$ cat config.mk
export PLATFORM = sky130hd
export DESIGN_NAME = dbg_event_rec
export DESIGN_NICKNAME = d
export VERILOG_FILES = /design/src/rtl/dbg_rec_pkg.sv /design/src/rtl/dbg_pin_edge.sv /design/src/rtl/dbg_irq_fsm.sv /design/src/rtl/dbg_reg_bank.sv /design/src/rtl/dbg_event_rec.sv
export SDC_FILE = /design/constraint.sdc
export NUM_CORES = 1
export LEC_CHECK = 0
export BUFFER_PORTS_ARGS = -buffer_cell sky130_fd_sc_hd__buf_2
export CORE_MARGIN = 8
export CORE_UTILIZATION = 35
export CTS_CLUSTER_SIZE = 8
export DETAILED_ROUTE_END_ITERATION = 8
export PLACE_DENSITY = 0.65
export REMOVE_ABC_BUFFERS = 1
export SYNTH_ARGS = -nofsm -noshare
export SYNTH_HDL_FRONTEND = slang
export SYNTH_SLANG_ARGS = --single-unit
$ cat constraint.sdc
create_clock -name clk -period 1.81 [get_ports clk]
set_input_delay 0.543 -clock clk [delete_from_list [all_inputs] [get_ports clk]]
set_output_delay 0.543 -clock clk [all_outputs]
set_load 0.05 [all_outputs]
$ cat src/rtl/dbg_rec_pkg.sv
package dbg_rec_pkg;

    localparam int CTL_W  = 6;
    localparam int STAT_W = 6;
    localparam int OWN_W  = 3;
    localparam int PIN_N  = 3;

    // control bit positions
    localparam int C_RET  = 0;
    localparam int C_CRET = 1;
    localparam int C_EXT1 = 2;
    localparam int C_EXT2 = 3;
    localparam int C_IDM  = 4;
    localparam int C_EDM  = 5;

    // status bit positions
    localparam int S_RET  = 0;
    localparam int S_CRET = 1;
    localparam int S_EXT1 = 2;
    localparam int S_EXT2 = 3;
    localparam int S_UNC  = 4;
    localparam int S_IMP  = 5;

    // ownership bit positions
    localparam int O_CTRL = 0;
    localparam int O_STAT = 1;
    localparam int O_SAVE = 2;

    typedef enum logic [1:0] {
        RA_CTRL = 2'd0,
        RA_STAT = 2'd1,
        RA_SAVE = 2'd2,
        RA_OWN  = 2'd3
    } reg_addr_e;

    typedef enum logic [1:0] {
        IRQ_IDLE = 2'd0,
        IRQ_REQ  = 2'd1,
        IRQ_HELD = 2'd2
    } irq_state_e;

endpackage

$ cat src/rtl/dbg_pin_edge.sv
module dbg_pin_edge #(
    parameter int STAGES = 2
) (
    input  logic clk,
    input  logic rst_n,
    input  logic pin,
    output logic rise
);

    localparam int CHAIN_W = STAGES + 1;

    // chain[STAGES-1] is the synchronized level, chain[STAGES] its delayed copy
    logic [CHAIN_W-1:0] chain_q;

    always_ff @(posedge clk or negedge rst_n) begin
        if (!rst_n) begin
            chain_q <= '0;
        end else begin
            chain_q <= {chain_q[CHAIN_W-2:0], pin};
        end
    end

    assign rise = chain_q[STAGES-1] & ~chain_q[STAGES];

endmodule

$ cat src/rtl/dbg_irq_fsm.sv
module dbg_irq_fsm
    import dbg_rec_pkg::*;
(
    input  logic clk,
    input  logic rst_n,
    input  logic want,
    input  logic hp_pend,
    output logic irq
);

    irq_state_e st_q, st_d;

    always_ff @(posedge clk or negedge rst_n) begin
        if (!rst_n) begin
            st_q <= IRQ_IDLE;
        end else begin
            st_q <= st_d;
        end
    end

    always_comb begin
        st_d = st_q;
        unique case (st_q)
            IRQ_IDLE: begin
                if (want) begin
                    st_d = hp_pend ? IRQ_HELD : IRQ_REQ;
                end
            end
            IRQ_REQ: begin
                if (!want) begin
                    st_d = IRQ_IDLE;
                end else if (hp_pend) begin
                    st_d = IRQ_HELD;
                end
            end
            IRQ_HELD: begin
                if (!want) begin
                    st_d = IRQ_IDLE;
                end else if (!hp_pend) begin
                    st_d = IRQ_REQ;
                end
            end
            default: st_d = IRQ_IDLE;
        endcase
    end

    always_comb begin
        irq = (st_q == IRQ_REQ);
    end

endmodule

$ cat src/rtl/dbg_reg_bank.sv
module dbg_reg_bank
    import dbg_rec_pkg::*;
#(
    parameter int ADDR_W = 32
) (
    input  logic                clk,
    input  logic                rst_n,
    input  logic                sw_we,
    input  logic [1:0]          sw_addr,
    input  logic [ADDR_W-1:0]   sw_wdata,
    input  logic                dp_we,
    input  logic [1:0]          dp_addr,
    input  logic [CTL_W-1:0]    dp_wdata,
    input  logic [STAT_W-1:0]   ev_set,
    input  logic                save_ld,
    input  logic [ADDR_W-1:0]   save_val,
    output logic [CTL_W-1:0]    ctrl_o,
    output logic [STAT_W-1:0]   stat_o,
    output logic [ADDR_W-1:0]   save_o,
    output logic [OWN_W-1:0]    own_o,
    output logic [ADDR_W-1:0]   rdata_o
);

    logic [CTL_W-1:0]  ctrl_q;
    logic [STAT_W-1:0] stat_q;
    logic [ADDR_W-1:0] save_q;
    logic [OWN_W-1:0]  own_q;

    reg_addr_e sw_sel, dp_sel;
    logic      sw_free_ctrl, sw_free_stat, sw_free_save;
    logic      sw_hit_ctrl, sw_hit_stat, sw_hit_save;
    logic      dp_hit_ctrl, dp_hit_own;
    logic [STAT_W-1:0] clr_mask;

    assign sw_sel = reg_addr_e'(sw_addr);
    assign dp_sel = reg_addr_e'(dp_addr);

    // software may write a resource unless the debugger owns the block and not this field
    assign sw_free_ctrl = ~ctrl_q[C_EDM] | own_q[O_CTRL];
    assign sw_free_stat = ~ctrl_q[C_EDM] | own_q[O_STAT];
    assign sw_free_save = ~ctrl_q[C_EDM] | own_q[O_SAVE];

    assign sw_hit_ctrl = sw_we && (sw_sel == RA_CTRL) && sw_free_ctrl;
    assign sw_hit_stat = sw_we && (sw_sel == RA_STAT) && sw_free_stat;
    assign sw_hit_save = sw_we && (sw_sel == RA_SAVE) && sw_free_save;
    assign dp_hit_ctrl = dp_we && (dp_sel == RA_CTRL);
    assign dp_hit_own  = dp_we && (dp_sel == RA_OWN);

    assign clr_mask = sw_hit_stat ? sw_wdata[STAT_W-1:0] : '0;

    always_ff @(posedge clk or negedge rst_n) begin
        if (!rst_n) begin
            ctrl_q <= '0;
        end else if (dp_hit_ctrl) begin
            ctrl_q <= dp_wdata;
        end else if (sw_hit_ctrl) begin
            ctrl_q <= {ctrl_q[C_EDM], sw_wdata[C_EDM-1:0]};
        end
    end

    always_ff @(posedge clk or negedge rst_n) begin
        if (!rst_n) begin
            stat_q <= '0;
        end else begin
            stat_q <= (stat_q & ~clr_mask) | ev_set;
        end
    end

    always_ff @(posedge clk or negedge rst_n) begin
        if (!rst_n) begin
            save_q <= '0;
        end else if (save_ld) begin
            save_q <= save_val;
        end else if (sw_hit_save) begin
            save_q <= sw_wdata;
        end
    end

    always_ff @(posedge clk or negedge rst_n) begin
        if (!rst_n) begin
            own_q <= '0;
        end else if (dp_hit_own) begin
            own_q <= dp_wdata[OWN_W-1:0];
        end
    end

    always_comb begin
        rdata_o = '0;
        unique case (sw_sel)
            RA_CTRL: rdata_o = ADDR_W'(ctrl_q);
            RA_STAT: rdata_o = ADDR_W'(stat_q);
            RA_SAVE: rdata_o = save_q;
            RA_OWN:  rdata_o = ADDR_W'(own_q);
            default: rdata_o = '0;
        endcase
    end

    assign ctrl_o = ctrl_q;
    assign stat_o = stat_q;
    assign save_o = save_q;
    assign own_o  = own_q;

endmodule

$ cat src/rtl/dbg_event_rec.sv
module dbg_event_rec
    import dbg_rec_pkg::*;
#(
    parameter int ADDR_W      = 32,
    parameter int SYNC_STAGES = 2
) (
    input  logic                clk,
    input  logic                rst_n,
    input  logic                ret_v,
    input  logic [ADDR_W-1:0]   ret_addr,
    input  logic                cret_v,
    input  logic [ADDR_W-1:0]   cret_addr,
    input  logic                xevt1,
    input  logic                xevt2,
    input  logic                uevt,
    input  logic                dbg_en,
    input  logic                hp_pend,
    input  logic                sw_we,
    input  logic [1:0]          sw_addr,
    input  logic [ADDR_W-1:0]   sw_wdata,
    output logic [ADDR_W-1:0]   sw_rdata,
    input  logic                dp_we,
    input  logic [1:0]          dp_addr,
    input  logic [CTL_W-1:0]    dp_wdata,
    output logic                dbg_irq
);

    localparam int CAUSE_W = STAT_W - 1;

    logic [PIN_N-1:0]   pins, rise;
    logic [CTL_W-1:0]   ctrl_q;
    logic [STAT_W-1:0]  stat_q;
    logic [ADDR_W-1:0]  save_q;
    logic [OWN_W-1:0]   own_q;
    logic [STAT_W-1:0]  ev_set;
    logic [CAUSE_W-1:0] cause_mask;
    logic               insn_ev, save_ld, irq_want, dbg_mode;
    logic [ADDR_W-1:0]  save_val;

    assign pins = {uevt, xevt2, xevt1};

    for (genvar gi = 0; gi < PIN_N; gi++) begin : g_pin
        dbg_pin_edge #(.STAGES(SYNC_STAGES)) u_edge (
            .clk   (clk),
            .rst_n (rst_n),
            .pin   (pins[gi]),
            .rise  (rise[gi])
        );
    end

    assign dbg_mode = ctrl_q[C_IDM] | ctrl_q[C_EDM];

    always_comb begin
        ev_set         = '0;
        ev_set[S_RET]  = ret_v   & ctrl_q[C_RET];
        ev_set[S_CRET] = cret_v  & ctrl_q[C_CRET];
        ev_set[S_EXT1] = rise[0] & ctrl_q[C_EXT1];
        ev_set[S_EXT2] = rise[1] & ctrl_q[C_EXT2];
        ev_set[S_UNC]  = rise[2] & dbg_mode;
        ev_set[S_IMP]  = (ev_set[S_RET] | ev_set[S_CRET]) & ~dbg_en & ~ctrl_q[C_EDM];
    end

    assign insn_ev  = ev_set[S_RET] | ev_set[S_CRET];
    assign save_ld  = insn_ev & dbg_en;
    assign save_val = ev_set[S_CRET] ? cret_addr : ret_addr;

    assign cause_mask = {dbg_mode, ctrl_q[C_EXT2:C_RET]};
    assign irq_want   = dbg_en & (|(stat_q[CAUSE_W-1:0] & cause_mask));

    dbg_reg_bank #(.ADDR_W(ADDR_W)) u_regs (
        .clk      (clk),
        .rst_n    (rst_n),
        .sw_we    (sw_we),
        .sw_addr  (sw_addr),
        .sw_wdata (sw_wdata),
        .dp_we    (dp_we),
        .dp_addr  (dp_addr),
        .dp_wdata (dp_wdata),
        .ev_set   (ev_set),
        .save_ld  (save_ld),
        .save_val (save_val),
        .ctrl_o   (ctrl_q),
        .stat_o   (stat_q),
        .save_o   (save_q),
        .own_o    (own_q),
        .rdata_o  (sw_rdata)
    );

    dbg_irq_fsm u_fsm (
        .clk     (clk),
        .rst_n   (rst_n),
        .want    (irq_want),
        .hp_pend (hp_pend),
        .irq     (dbg_irq)
    );

endmodule

==> results.txt, run 1 <==
- The flow ran to the end, but the final reports show violations.
- Failing checks: setup timing
- Dividing the final minimum period by the clock period gives 108%.
* Register area share after synthesis: 41.1%
- Most frequently used flop master after synthesis: sky130_fd_sc_hd__dfrtp_1
- Main combinational cell family by area after synthesis: compound AO/OA/AOI/OAI gates
- Antenna viol nets, final: 0
- The initial antenna violation count was 1.
* Fmax: 512 MHz
- Fill cells in the final layout number 887.
- TritonCTS built the clock tree.
- Yosys instantiated no cell more often than sky130_fd_sc_hd__dfrtp_1.
- The top cell type by area accounts for 41.1% of the synthesized area.
- After detailed routing, the total wire length is 13500 um.
- In this run the cell area of the synthesized design comes to 0.00353 mm2.
* Total internal power: 3.12 mW
- Final Hold Violating Endpoints: 0
- Across the routed clock network, the largest skew measured is 0.00869 ns.
* Startpoint type of the worst setup path: flip-flop
- Setup repair after global routing could not meet its margin everywhere.
- 150 I/O pins were placed.
* Final nets: 654
- Entering global routing, the biggest net connects 59 pins.
* Required time worst endpoint: 1.27 ns
* Syn. warnings: 0
- Non-filler instance count after layout: 674
* Launch point of the worst path: u_regs.save_o[0]
- Cell area power density: 931 mW/mm2
- Total design power: 5.00 mW
* Source of the worst register-to-register timing path: u_regs.ctrl_o[1]
- Count of input and output buffers: 149
- Die H: 116 um
- After layout, the worst setup slack is -0.145 ns.
- Setup slack of the worst register-to-register path: 0.06 ns
- Highest fanout seen on the critical path: 2
- The worst setup path is of the flip-flop to primary output kind.
- Comb pwr share: 42.5%
- Share of synthesized area spent on multiplexers: 4.36%
* Global-route wire length before repair: 20900 um
- End-of-flow core utilization: 54.9%
- Fraction of the mapped netlist area in compound gates: 25.9%
* All-Layer GR Usage: 19.7%
* Post-synthesis cell type with the largest combined area: sky130_fd_sc_hd__dfrtp_1
- HPWL Detailed: 9380 um
* Number of search-and-repair iterations in the first detailed-routing pass: 5
- The final route contains 3894 vias.
- The repair_antennas step left the layout with diodes totalling 0.
- Net Switching: 1.88 mW
- Including well taps, the total number of placed cells is 645.
- The cell sitting at the root of the clock tree is a sky130_fd_sc_hd__clkbuf_8.
- Number of instances in the synthesized netlist: 375
* GP Congestion: 0.834
- CTS buffer count: 9
- Counting flops with a built-in enable in the synthesized netlist gives 0.
* Seq pwr share: 36.4%
- Endpoint kind of the worst setup timing path: primary output
* CTS H-tree depth: 3
* Measured slew at the worst slew-check pin: 0.540 ns
- Path category of the worst min-delay check: input pin to asynchronous set/reset pin
- Across the run, the number of max-cap violations was 0.
* Synthesized-area fraction occupied by and/or/nand/nor cells: 21.3%
* DRC violations left: 0
- Clock network fraction of total power: 21.1%
- The synthesized netlist devotes 0% of its cell area to adder and majority cells.
* Count of clock tree sinks: 58
- Cells with a size suffix above 1 make up 47.1% of the layout.
* Worst-Skew Late Latency: 0.33 ns
* Post-layout minimum cycle time: 1.95 ns
- Net switching is 37.5% of the power.
- In this run, synthesis produced a sequential element count of 58.
- Area growth from synthesis to layout: 52.0%
- Data arrival time of the critical path: 1.41 ns
* Rel. slew slack: 63.1%
- In the post-synthesis netlist, the biggest area contributors are sky130_fd_sc_hd__dfrtp_1, sky130_fd_sc_hd__a2111oi_0, sky130_fd_sc_hd__o31ai_1.
* Area of the core region: 0.00977 mm2
- The number of cells on the worst reg-to-reg path is 6.
* Via count of the first global-routing pass: 4234
- Clock-pin transition on the worst setup and hold timing paths: 0.07 ns
- Xor and xnor area share after synthesis: 0%
* Total global routing overflow: 0
- Dividing the detail-routed via count by the number of cells gives 5.78.
- Effective utilization at floorplan: 36.1%
- In this run the horizontal extent of the chip is 116 um.
- Standby leakage power: 2.44 nW
- Buffers from clock root to sink, at most: 2
- The detailed router finished its first iteration with 323 violations.
- Proportion of synthesized flip-flops having asynchronous set or reset: 100%
- The number of max-slew violations in the final report was 0.
* Worst reg2reg endpoint: u_regs.save_o[30]
- Setup violations remaining at the end of the flow were counted as 32.
- Syn_area_per_cell: 9.42 um2
- In this run the core area contains 36 standard-cell rows.
- End of the critical path: sw_rdata[0]
- After detailed routing, the average wire length per cell comes to 20.1 um.
- The netlist uses 37 different library cells.
- VDD IR-drop max: 620 uV
* Total die area: 0.0136 mm2
[repair_timing]
item | 4_1_cts | 5_1_grt
setup buffers | 10 | 2
setup endpoints to repair | 32 | 34
gates cloned | 3 | 0
hold endpoints to repair | 0 | 0
hold buffers | 0 | 0
pin swaps | 5 | 9
gates resized for setup | 124 | 16
[registers in the layout, summed over array words and instances (netlist names)]
| name | count |
|---|---|
| u_regs.save_o | 32 |
| g_pin.u_edge.chain_q | 9 |
| u_regs.ctrl_o | 6 |
| u_regs.stat_o | 6 |
| u_regs.own_o | 3 |
| u_fsm.st_q | 2 |
[worst min path at each step]
| stage | slack, ns | to | start | cells after the start |
|---|---|---|---|---|
| 6_report | 0.20 | g_pin[2].u_edge.chain_q[1] | rst_n | 2 |
| 5_1_grt | 0.22 | u_regs.ctrl_o[5] | rst_n | 2 |
| 4_1_cts | 0.21 | g_pin[2].u_edge.chain_q[0] | rst_n | 2 |
| 3_5_place_dp | 0.33 | g_pin[1].u_edge.chain_q[1] | g_pin[1].u_edge.chain_q[0] | 0 |
| 3_3_place_gp | 0.33 | g_pin[1].u_edge.chain_q[1] | g_pin[1].u_edge.chain_q[0] | 0 |
| 2_1_floorplan | 0.25 | g_pin[0].u_edge.chain_q[0] | rst_n | 0 |
[cell usage in the layout, fill, tap and decap left out, types with 3 or more instances in the layout]
cell	n
sky130_fd_sc_hd__a2111oi_0	30
sky130_fd_sc_hd__a21oi_1	5
sky130_fd_sc_hd__a31oi_1	32
sky130_fd_sc_hd__and2_4	24
sky130_fd_sc_hd__and3_1	32
sky130_fd_sc_hd__buf_12	11
sky130_fd_sc_hd__buf_2	115
sky130_fd_sc_hd__buf_4	39
sky130_fd_sc_hd__buf_6	8
sky130_fd_sc_hd__buf_8	26
sky130_fd_sc_hd__clkbuf_8	11
sky130_fd_sc_hd__clkinv_2	3
sky130_fd_sc_hd__dfrtp_1	58
sky130_fd_sc_hd__inv_1	9
sky130_fd_sc_hd__mux2_2	4
sky130_fd_sc_hd__mux2i_1	3
sky130_fd_sc_hd__mux4_2	3
sky130_fd_sc_hd__nand2_1	3
sky130_fd_sc_hd__nand2b_1	3
sky130_fd_sc_hd__nand3_1	8
sky130_fd_sc_hd__nand4_1	32
sky130_fd_sc_hd__nor2_1	6
sky130_fd_sc_hd__o21ai_0	6
sky130_fd_sc_hd__o31a_1	5
sky130_fd_sc_hd__o31ai_1	32
[cell families after synthesis]
kind of cell,count (synthesis)
AO/OA/AOI/OAI,124
buffers and inverters,59
flip-flops,58
multiplexers,10
AND/OR/NAND/NOR,124
[routing by layer]
metal  GRT usage (%)  routed length, um  up-vias
met1            22.7               5470     1894
met3            5.84               1080       28
met5               0                  8        -
li1                -                  -     1805
met2            34.0               6770      165
met4            7.00                215        2
[per-stage QoR]
| step | hold WS [ns] | TNS (ns) | cell area (um2) | worst slack [ns] |
|---|---|---|---|---|
| 6_report | 0.199 | -3.17 | 5370 | -0.145 |
| 5_1_grt | 0.216 | -4.39 | 5370 | -0.182 |
| 4_1_cts | 0.208 | -3.23 | 5330 | -0.158 |
| 3_5_place_dp | 0.335 | -9.48 | 4620 | -0.256 |
| 3_3_place_gp | 0.335 | -7.62 | 4620 | -0.225 |
| 2_1_floorplan | 0.247 | -73.62 | 3310 | -1.64 |
[area by class of cell]
type	count	area (um2)	area share [%]
inverters	9	33.8	0.629
flip-flops and latches	58	1450	27.0
multi-input cells	258	1920	35.8
clock buffers	12	155	2.89
well taps	133	166	3.10
repair buffers	201	1620	30.3
clock inverters	3	15.0	0.280
[power groups by stage]
stage / clock network, mW / logic [mW] / registers, mW
global placement: 0 / 1.72 / 1.81
detailed placement: 0 / 1.77 / 1.80
CTS: 1.09 / 2.08 / 1.80
floorplan: 0 / 1.04 / 1.76
global route: 1.15 / 2.27 / 1.85
finish: 1.06 / 2.13 / 1.82
[worst max-delay path, stage by stage, from the launching register on]
cell and delay [ns]:
sky130_fd_sc_hd__dfrtp_1 0.41, sky130_fd_sc_hd__mux4_2 0.49, sky130_fd_sc_hd__buf_6 0.17
No activity file was read; power rests on OpenSTA's default activity.
==> run 2, diff against run 1 <==
- SETUP_SLACK_MARGIN: unset -> 0.4
==> results.txt, run 2 (synthesis results as in run 1) <==
- Setup slack on the worst reg-to-reg path comes out at 0.17 ns.
- The floorplan has 36 rows.
* Count of clock tree sinks: 58
- Number of inserted diodes: 0
- The initial antenna violation count came to 1.
* Area of the core region: 0.00977 mm2
* Effective utilization at floorplan: 36.1%
* WL final: 14800 um
- Result of the run: finished with violations
- All-Layer GR Usage: 21.7%
- In the post-route analysis, the smallest setup slack over all paths is -0.161 ns.
- For the pin with the worst max-slew slack, the measured transition is 0.565 ns.
- Routability-driven placement finished with a final weighted congestion of 0.834.
- The min-delay analysis places its worst path in the category input pin to asynchronous set/reset pin.
* VDD IR-drop max: 648 uV
- Final number of max-transition violations: 0
- Entering global routing, the biggest net connects 59 pins.
- CTS H-tree depth: 3
- After layout, the minimum clock period comes to 1.97 ns.
- The placed instances occupy a cell area of 0.00462 mm2.
- Final cycle utilization of the critical path: 109%
- Buffers from clock root to sink, at most: 2
- Failing checks: setup timing
- Total global routing overflow: 0
* Setup violations, final: 32
* Number of search-and-repair iterations in the first detailed-routing pass: 4
- The floorplan step defined a die boundary enclosing 0.0136 mm2.
- The top cell types in the final layout, fill and taps aside, are sky130_fd_sc_hd__buf_2, sky130_fd_sc_hd__dfrtp_1, sky130_fd_sc_hd__buf_4.
- Leaving out fill and tap cells, the most frequent cell in the layout is sky130_fd_sc_hd__buf_2.
* CTS buffer count: 9
- Once layout is done, the placed cells without fillers occupy 0.00638 mm2.
* Area growth from synthesis to layout: 80.8%
- Between clock sinks in the finished design, the worst skew comes to 0.00886 ns.
* Largest register FFs: 32
- Antenna viol nets, final: 0
- Count of input and output buffers: 149
* Fillcell total: 730
- The die is 116 um wide.
- For this run, design rule violations remaining after detail routing come to 0.
* Fmax: 507 MHz
- The worst setup path is of the input pin to primary output kind.
* Non-filler instance count after layout: 685
- CTS tree: built
- Setup repair after global routing could not meet its margin everywhere.
- Required time worst endpoint: 1.27 ns
* Launch point of the worst path: sw_addr[1]
- The number of global-route vias before repair came to 4464.
* Layout cells sized above 1: 60.3%
- Master cell of the clock root buffer: sky130_fd_sc_hd__clkbuf_8
- Clock-pin slew was measured on the worst setup and hold paths at 0.07 ns.
- In this run the worst path has a maximum fanout of 7.
- Global-route wire length before repair: 22800 um
- Using the TritonRoute via totals, the vias-per-cell ratio works out to 5.90.
- STA puts the critical path data arrival time at 1.43 ns.
- Number of top-level pins: 150
- The clock reaches the later pin of the worst-skew pair after 0.34 ns.
- Measured along the y axis, the die boundary spans 116 um.
- Measured against its own limit, the worst slew margin works out to 62.3%.
* Worst Hold Slack: 0.190 ns
- In the final design database the tool counted 665 nets.
* Final Hold Violating Endpoints: 0
- Via total after detailed routing: 4043
* Endpoint kind of the worst setup timing path: primary output
* Startpoint type of the worst setup path: input pin
- The worst register-to-register path begins at u_regs.ctrl_o[1].
- Cell area power density: 898 mW/mm2
- Before CTS, the worst setup slack after placement is -0.256 ns.
- After legalization and detailed placement, the total HPWL measured 9380 um.
- Standby leakage power: 2.66 nW
- Across the run, the number of max-cap violations was 0.
- DRC violation total after the first TritonRoute iteration: 278
* Placed Instances: 645
* WL per Instance: 21.6 um
run 2: final timing paths:
check | end | cells past startpoint
setup / recovery | sw_rdata[13] | 7
hold / removal | u_regs.ctrl_o[5] | 2
setup reg to reg | u_regs.save_o[11] | 8
hold reg to reg | g_pin[1].u_edge.chain_q[1] | 0
max in group asynchronous | u_regs.save_o[6] | 2
min in group clk | g_pin[2].u_edge.chain_q[0] | 1
run 2: repair_timing:
| item | in CTS | in global routing |
|---|---|---|
| pin swaps | 10 | 9 |
| cloned | 7 | 0 |
| buffers inserted | 14 | 4 |
| endpoints found under the hold margin | 0 | 0 |
| hold buffers | 0 | 0 |
| resized for setup | 231 | 43 |
| setup endpoints to repair | 70 | 71 |
run 2: through the flow:
step	util [%]	power [mW]	setup TNS (ns)
4_1_cts	62.4	5.53	-3.23
5_1_grt	65.3	6.00	-4.46
3_5_place_dp	47.3	3.58	-9.48
2_1_floorplan	-	2.80	-73.62
6_report	65.3	5.73	-3.34
3_3_place_gp	47.3	3.53	-7.62
run 2: cell type report:
type                            count  area [um2]  area share (%)
Clock buffer                       12         155            2.43
Clock inverter                      3        15.0           0.235
Inverter                            9        33.8           0.529
Multi-Input combinational cell    259        2710            42.5
Sequential cell                    58        1450            22.7
Tap cell                          133         166            2.61
Timing Repair Buffer              211        1850            28.9
run 2: critical path, stage by stage:
cell	delay, ns
sky130_fd_sc_hd__buf_8	0.10
sky130_fd_sc_hd__nor2b_4	0.13
sky130_fd_sc_hd__buf_6	0.12
sky130_fd_sc_hd__buf_12	0.12
sky130_fd_sc_hd__buf_16	0.13
sky130_fd_sc_hd__and2_4	0.14
sky130_fd_sc_hd__buf_8	0.14
run 2: where the power goes:
group / internal, mW / total [mW] / switching (mW) / leakage (nW)
logic: 1.33 / 2.83 / 1.50 / 1.91
clock network: 0.557 / 1.07 / 0.509 / 0.0920
registers: 1.61 / 1.83 / 0.229 / 0.659
run 2: layer usage:
layer | global-route usage (%) | up-vias | share of wire, %
li1 | - | 1825 | -
met1 | 24.9 | 1988 | 37
met2 | 37.6 | 198 | 52
met3 | 6.15 | 30 | 9.2
met4 | 8.21 | 2 | 1.8
met5 | 0 | - | 0.054
